File: config.mk
export PLATFORM = sky130hd
export DESIGN_NAME = jtbl_branch_unit
export DESIGN_NICKNAME = d
export VERILOG_FILES = /design/src/rtl/jtbl_pkg.sv /design/src/rtl/jtbl_slot_calc.sv /design/src/rtl/jtbl_ibuf_pick.sv /design/src/rtl/jtbl_target_form.sv /design/src/rtl/jtbl_branch_unit.sv
export SDC_FILE = /design/constraint.sdc
export NUM_CORES = 2
export LEC_CHECK = 0
export CORE_MARGIN = 10
export CORE_UTILIZATION = 30
export DETAILED_ROUTE_END_ITERATION = 16
export PLACE_DENSITY_LB_ADDON = 0.05
export SLEW_MARGIN = 20
export SYNTH_ARGS = -nofsm -noshare
export SYNTH_HDL_FRONTEND = slang
export SYNTH_SLANG_ARGS = --single-unit
File: constraint.sdc
create_clock -name clk -period 12.1 [get_ports clk]
set_input_delay 2.42 -clock clk [delete_from_list [all_inputs] [get_ports clk]]
set_output_delay 2.42 -clock clk [all_outputs]
set_load 0.02 [all_outputs]
File: src/rtl/jtbl_pkg.sv
package jtbl_pkg;
    typedef enum logic [0:0] {
        ST_IDLE = 1'b0,
        ST_MISS = 1'b1
    } fsm_e;

    localparam int TBL_START = 4;     // table begins one instruction past the branch
    localparam int ENTRY_MAX_W = 64;  // widest entry in bits

    localparam logic [1:0] SZ_1B = 2'd0;
    localparam logic [1:0] SZ_2B = 2'd1;
    localparam logic [1:0] SZ_4B = 2'd2;
    localparam logic [1:0] SZ_8B = 2'd3;

    function automatic logic [3:0] entry_bytes(input logic [1:0] code);
        return 4'd1 << code;
    endfunction
endpackage

File: src/rtl/jtbl_slot_calc.sv
module jtbl_slot_calc
    import jtbl_pkg::*;
#(
    parameter int ADDR_W = 64,
    parameter int IDX_W  = 32,
    parameter int MAX_W  = 16
) (
    input  logic [IDX_W-1:0]  sel_i,
    input  logic [MAX_W-1:0]  bound_i,
    input  logic [1:0]        esize_i,
    input  logic [ADDR_W-1:0] br_addr_i,
    output logic [ADDR_W-1:0] entry_addr_o
);
    localparam int SLOT_W = MAX_W + 1;

    logic              negative;
    logic              in_span;
    logic [SLOT_W-1:0] slot;
    logic [ADDR_W-1:0] byte_ofs;

    always_comb begin
        negative = sel_i[IDX_W-1];
        in_span  = !negative && (sel_i[IDX_W-2:0] <= (IDX_W-1)'(bound_i));
        slot     = in_span ? {1'b0, sel_i[MAX_W-1:0]} : ({1'b0, bound_i} + SLOT_W'(1));
        byte_ofs = ADDR_W'(slot) << esize_i;
        entry_addr_o = br_addr_i + ADDR_W'(TBL_START) + byte_ofs;
    end
endmodule

File: src/rtl/jtbl_ibuf_pick.sv
module jtbl_ibuf_pick
    import jtbl_pkg::*;
#(
    parameter int ADDR_W    = 64,
    parameter int BUF_WORDS = 8
) (
    input  logic [ADDR_W-1:0]       base_i,
    input  logic [BUF_WORDS*32-1:0] data_i,
    input  logic [ADDR_W-1:0]       entry_addr_i,
    input  logic [1:0]              esize_i,
    output logic                    hit_o,
    output logic [ENTRY_MAX_W-1:0]  raw_o
);
    localparam int WIN_BYTES = BUF_WORDS * 4;
    localparam int WIN_BITS  = WIN_BYTES * 8;
    localparam int OFS_W     = $clog2(WIN_BYTES);
    localparam int PAD_W     = WIN_BITS + ENTRY_MAX_W;

    logic [ADDR_W-1:0] diff;
    logic [OFS_W:0]    end_ofs;
    logic [PAD_W-1:0]  padded;
    logic [PAD_W-1:0]  shifted;

    // zero extension so an entry near the top edge never indexes outside the vector
    assign padded = {{ENTRY_MAX_W{1'b0}}, data_i};

    always_comb begin
        diff    = entry_addr_i - base_i;
        end_ofs = {1'b0, diff[OFS_W-1:0]} + (OFS_W+1)'(entry_bytes(esize_i));
        hit_o   = (diff < ADDR_W'(WIN_BYTES)) && (end_ofs <= (OFS_W+1)'(WIN_BYTES));
        shifted = padded >> {diff[OFS_W-1:0], 3'b000};
        raw_o   = shifted[ENTRY_MAX_W-1:0];
    end
endmodule

File: src/rtl/jtbl_target_form.sv
module jtbl_target_form
    import jtbl_pkg::*;
#(
    parameter int ADDR_W = 64
) (
    input  logic [ENTRY_MAX_W-1:0] raw_i,
    input  logic [1:0]             esize_i,
    input  logic                   splice_i,
    input  logic [ADDR_W-1:0]      br_addr_i,
    output logic [ADDR_W-1:0]      target_o
);
    logic [ENTRY_MAX_W-1:0] sext;
    logic [ENTRY_MAX_W-1:0] mask;
    logic [ENTRY_MAX_W-1:0] disp;

    always_comb begin
        unique case (esize_i)
            SZ_1B: begin
                sext = {{56{raw_i[7]}}, raw_i[7:0]};
                mask = 64'h0000_0000_0000_00FF;
            end
            SZ_2B: begin
                sext = {{48{raw_i[15]}}, raw_i[15:0]};
                mask = 64'h0000_0000_0000_FFFF;
            end
            SZ_4B: begin
                sext = {{32{raw_i[31]}}, raw_i[31:0]};
                mask = 64'h0000_0000_FFFF_FFFF;
            end
            default: begin
                sext = raw_i;
                mask = '1;
            end
        endcase
        disp = sext << 2;
        if (splice_i) begin
            target_o = (br_addr_i & ~mask[ADDR_W-1:0]) | (raw_i[ADDR_W-1:0] & mask[ADDR_W-1:0]);
        end else begin
            target_o = br_addr_i + disp[ADDR_W-1:0];
        end
    end
endmodule

File: src/rtl/jtbl_branch_unit.sv
module jtbl_branch_unit
    import jtbl_pkg::*;
#(
    parameter int ADDR_W    = 64,
    parameter int IDX_W     = 32,
    parameter int MAX_W     = 16,
    parameter int BUF_WORDS = 8
) (
    input  logic                    clk,
    input  logic                    rst_n,
    input  logic                    start_i,
    input  logic [IDX_W-1:0]        sel_i,
    input  logic [MAX_W-1:0]        bound_i,
    input  logic [1:0]              esize_i,
    input  logic                    splice_i,
    input  logic [ADDR_W-1:0]       br_addr_i,
    input  logic [ADDR_W-1:0]       ibuf_base_i,
    input  logic [BUF_WORDS*32-1:0] ibuf_data_i,
    output logic                    ic_req_o,
    output logic [ADDR_W-1:0]       ic_addr_o,
    input  logic                    ic_valid_i,
    input  logic [ENTRY_MAX_W-1:0]  ic_data_i,
    output logic                    ready_o,
    output logic                    done_o,
    output logic                    illegal_o,
    output logic [ADDR_W-1:0]       target_o
);
    typedef struct packed {
        fsm_e              fsm;
        logic              done;
        logic              illegal;
        logic [ADDR_W-1:0] target;
        logic [ADDR_W-1:0] eaddr;
        logic [ADDR_W-1:0] br;
        logic [1:0]        esize;
        logic              splice;
    } unit_st_t;

    unit_st_t st_d, st_q;

    logic [ADDR_W-1:0]      entry_addr;
    logic                   buf_hit;
    logic [ENTRY_MAX_W-1:0] buf_raw;
    logic                   bad_req;

    logic [ENTRY_MAX_W-1:0] fm_raw;
    logic [1:0]             fm_esize;
    logic                   fm_splice;
    logic [ADDR_W-1:0]      fm_br;
    logic [ADDR_W-1:0]      fm_target;

    jtbl_slot_calc #(
        .ADDR_W(ADDR_W), .IDX_W(IDX_W), .MAX_W(MAX_W)
    ) u_slot (
        .sel_i        (sel_i),
        .bound_i      (bound_i),
        .esize_i      (esize_i),
        .br_addr_i    (br_addr_i),
        .entry_addr_o (entry_addr)
    );

    jtbl_ibuf_pick #(
        .ADDR_W(ADDR_W), .BUF_WORDS(BUF_WORDS)
    ) u_pick (
        .base_i       (ibuf_base_i),
        .data_i       (ibuf_data_i),
        .entry_addr_i (entry_addr),
        .esize_i      (esize_i),
        .hit_o        (buf_hit),
        .raw_o        (buf_raw)
    );

    // one formatter shared by the buffer path (idle) and the cache path (miss wait)
    always_comb begin
        if (st_q.fsm == ST_MISS) begin
            fm_raw    = ic_data_i;
            fm_esize  = st_q.esize;
            fm_splice = st_q.splice;
            fm_br     = st_q.br;
        end else begin
            fm_raw    = buf_raw;
            fm_esize  = esize_i;
            fm_splice = splice_i;
            fm_br     = br_addr_i;
        end
    end

    jtbl_target_form #(
        .ADDR_W(ADDR_W)
    ) u_form (
        .raw_i     (fm_raw),
        .esize_i   (fm_esize),
        .splice_i  (fm_splice),
        .br_addr_i (fm_br),
        .target_o  (fm_target)
    );

    assign bad_req = splice_i && (esize_i == SZ_1B);

    always_comb begin
        st_d         = st_q;
        st_d.done    = 1'b0;
        st_d.illegal = 1'b0;
        unique case (st_q.fsm)
            ST_IDLE: begin
                if (start_i) begin
                    if (bad_req) begin
                        st_d.done    = 1'b1;
                        st_d.illegal = 1'b1;
                        st_d.target  = br_addr_i;
                    end else if (buf_hit) begin
                        st_d.done   = 1'b1;
                        st_d.target = fm_target;
                    end else begin
                        st_d.fsm    = ST_MISS;
                        st_d.eaddr  = entry_addr;
                        st_d.br     = br_addr_i;
                        st_d.esize  = esize_i;
                        st_d.splice = splice_i;
                    end
                end
            end
            default: begin
                if (ic_valid_i) begin
                    st_d.fsm    = ST_IDLE;
                    st_d.done   = 1'b1;
                    st_d.target = fm_target;
                end
            end
        endcase
    end

    always_ff @(posedge clk) begin
        if (!rst_n) begin
            st_q <= '0;
        end else begin
            st_q <= st_d;
        end
    end

    assign ready_o   = (st_q.fsm == ST_IDLE);
    assign ic_req_o  = (st_q.fsm == ST_MISS);
    assign ic_addr_o = st_q.eaddr;
    assign done_o    = st_q.done;
    assign illegal_o = st_q.illegal;
    assign target_o  = st_q.target;


    fast_path_chk: assert property (@(posedge clk) disable iff (!rst_n)
        (ready_o && start_i && buf_hit && !bad_req) |=> (done_o && !ic_req_o));


    req_hold_chk: assert property (@(posedge clk) disable iff (!rst_n)
        (ic_req_o && !ic_valid_i) |=> (ic_req_o && $stable(ic_addr_o)));


    miss_finish_chk: assert property (@(posedge clk) disable iff (!rst_n)
        (ic_req_o && ic_valid_i) |=> (done_o && !ic_req_o));


    illegal_pair_chk: assert property (@(posedge clk) disable iff (!rst_n)
        illegal_o |-> (done_o && !ic_req_o && target_o == $past(br_addr_i)));


    done_pulse_chk: assert property (@(posedge clk) disable iff (!rst_n)
        done_o |=> !done_o);


    busy_block_chk: assert property (@(posedge clk) disable iff (!rst_n)
        (ic_req_o && !ic_valid_i) |=> !done_o);
endmodule

==> flow_summary.ini <==
[logic_synthesis]
syn_area_per_cell_sq_um = 7.21
ys_types = 92
syn_inst = 4444
synth-seq-cells = 198
synth_fp_nets = 5136
yosys_warnings = 0
synth_flop_cell = dfxtp_1
synth_edf_count = 0
yosysSeqAreaShare_pct = 12.4
synthArstFlopShare_pct = 0
synth_area_sq_um = 32000

[floorplan]
die_h_um = 347
core_sq_um = 106000
ioPinCount = 635
initial_core_util_pct = 30.3
die_area_sq_um = 120000
num_rows = 119
fp.dieW_um = 347

[setup_path]
end_kind = flip-flop
cp.arrival_ps = 12340
cpPeakStageDelay_ps = 990
crit_type = in2reg
worst_r2r_path_depth = 26
path_max_fanout = 8
start_kind = input port
cp_common_cell = buf_4
critical_path_required_ps = 12560
cp_slowest_cell = fa_4

[sta]
fin_ws_ps = 224
skew_ps = 22.3
setup_viol = 0
period_minus_slack_ps = 11880
setup_tns_ps = 0
finalHoldViolations = 0
worst_pin_slew_ps = 1030
period_share_pct = 98.1
fmax_ghz = 0.0842
rsz0062_at_grt = yes
relSlewSlack_pct = 30.7
slew_viol_final = 0

[cts]
clockBufferDepth = 2
path_clk_slew_ps = 100
cts_max_level = 4
cts.sink_count = 198
cts_buffers = 17
clockRootBuffer = clkbuf_16
clock_latency_ps = 520
holdBufCountCts = 0
cts_tree = done

[finish]
multiInputGateArea_sq_um = 26000
regArea_sq_um = 3970
fin_util_pct = 46.5
fillers = 10868
drive_gt1_share_pct = 29.0
nets = 6508
stdcell_area_sq_um = 49200
area_delta_synth_final_pct = 53.6

[power_and_ir_drop]
p_per_area_nw_per_um2 = 176
ir_drop_uv = 107
p_leak_uw = 0.0210

[global_route]
grt_pass1_wl_um = 258000
antenna_found_initial = 26
first_global_vias = 38731
grt_use_total_pct = 28.0
grt.overflow.total = 0
grt_max_degree = 89

[placement]
dp_slack_ps = -1450
dp_hpwl_um = 148000
place_congestion = 0.979
port_buffers = 634
placed_area_sq_um = 46700

[min_path]
whs_path_depth = 2
hold_class = reg2reg

[route]
wl_um = 177000
drcViolationCount = 0
drtAntennaViolNets = 0
drt_first_pass_iters = 5
vias = 39189
first_iter_violations = 2773
wire_per_inst_um = 24.5
viasPerCell = 5.42

[status]
status = finished clean

[flow_run]
max-cap-violations = 0
## stage by stage
step,total power (uW),instances,hold WS [ps]
after floorplan,4350,4444,434
after global placement,7690,7125,447
after detailed placement,7670,7125,449
after CTS,8450,7199,462
after global routing,9250,7228,480
final,8660,7230,462
## cell usage in the layout (no fill, tap or decap), drive strengths merged, types with 20 or more instances in the layout
| master | instances |
|---|---|
| clkbuf | 21 |
| o31ai | 21 |
| o311ai | 30 |
| and2 | 62 |
| nand4 | 56 |
| xnor2 | 102 |
| o21a | 50 |
| dfxtp | 198 |
| nor3 | 114 |
| a211oi | 83 |
| a21oi | 384 |
| nand2 | 456 |
| clkdlybuf4s50 | 626 |
| and3 | 29 |
| mux2i | 160 |
| o211ai | 134 |
| o21ai | 397 |
| nand2b | 24 |
| a21o | 91 |
| nor2b | 38 |
| mux2 | 163 |
| nand3 | 183 |
| a31oi | 38 |
| buf | 1191 |
| a22o | 57 |
| xor2 | 46 |
| mux4 | 88 |
| inv | 180 |
| or2 | 20 |
| nor2 | 328 |
| ha | 185 |
## report_power, final
part / leakage (uW) / switching [uW] / internal [uW] / total (uW)
registers: 0.00162 / 44.0 / 715 / 759
clock network: 0.000289 / 354 / 281 / 635
logic: 0.0191 / 3740 / 3520 / 7270
## cell type report
| type | count | share of cell area [%] |
|---|---|---|
| clock inverter | 15 | 0.366 |
| clock buffer | 17 | 0.865 |
| multi-input combinational | 3592 | 52.8 |
| antenna | 10 | 0.0509 |
| sequential | 198 | 8.06 |
| tap | 1391 | 3.54 |
| timing repair buffer | 1833 | 33.0 |
| inverter | 174 | 1.37 |
## worst paths after layout
kind / from / end / slack (ps)
setup / recovery: sel_i[1] / target_o[63]$_SDFFE_PN0P_ / 220
hold / removal: ic_addr_o[32]$_SDFFE_PN0P_ / ic_addr_o[32]$_SDFFE_PN0P_ / 460
setup reg to reg: ic_req_o$_SDFF_PN0_ / target_o[63]$_SDFFE_PN0P_ / 5700
hold reg to reg: ic_addr_o[32]$_SDFFE_PN0P_ / ic_addr_o[32]$_SDFFE_PN0P_ / 460
## registers in the layout (all words and copies together) (netlist names)
name	count
ic_req_o	1
illegal_o	1
done_o	1
ic_addr_o	64
target_o	64
st_q	67
## cells in the mapped netlist, types with 20 or more instances
cell type	count	area share (%)
a211oi_1	73	1.7
a21o_1	91	2.1
a21oi_1	384	6.0
a22o_1	57	1.6
a31oi_1	38	0.74
and2_1	60	1.2
and3_1	29	0.57
buf_1	57	0.67
buf_2	47	0.73
buf_4	136	3.2
clkbuf_1	221	2.6
dfxtp_1	198	12
ha_1	185	7.2
inv_1	169	2.0
mux2_2	162	5.7
mux2i_1	160	5.0
mux4_2	88	6.2
nand2_1	456	5.3
nand2b_1	24	0.47
nand3_1	183	2.9
nand4_1	56	1.1
nor2_1	328	3.8
nor2b_1	38	0.74
nor3_1	114	1.8
o211ai_1	134	3.1
o21a_1	50	1.2
o21ai_0	315	4.9
o21ai_1	82	1.3
o311ai_0	29	0.79
o31ai_1	21	0.49
or2_2	20	0.39
xnor2_1	102	2.8
xor2_1	46	1.3
## routing by layer
metal  up-vias  track usage, %  wire [um]
met4        30            9.16       6350
met1     18656            36.7      79500
met3       200            5.27      10700
met5         -               0        198
met2      1260            45.7      80800
li1      19043               -          -
## worst max-delay path: cells and delay by family
kind	cells	cell delay, ps
AO/OA/AOI/OAI	24	4560
adder cells (fa/ha/maj)	5	2040
buffers and inverters	9	1300
multiplexers	2	560
AND/OR/NAND/NOR	7	1420
## cell families after synthesis
logic type,synth area share [%]
AO/OA/AOI/OAI,29.3
XOR/XNOR,4.12
adder cells (fa/ha/maj),7.48
buffers and inverters,9.86
flip-flops,12.4
multiplexers,16.9
AND/OR/NAND/NOR,19.9
## timing repair
item | in CTS | in global routing
endpoints found under the hold margin | 0 | 0
gates cloned | 8 | 3
gates resized for setup | 121 | 142
buffers inserted | 34 | 21
pin swaps | 34 | 54
setup endpoints to repair | 197 | 197
Power figures use the tool's default switching activity.
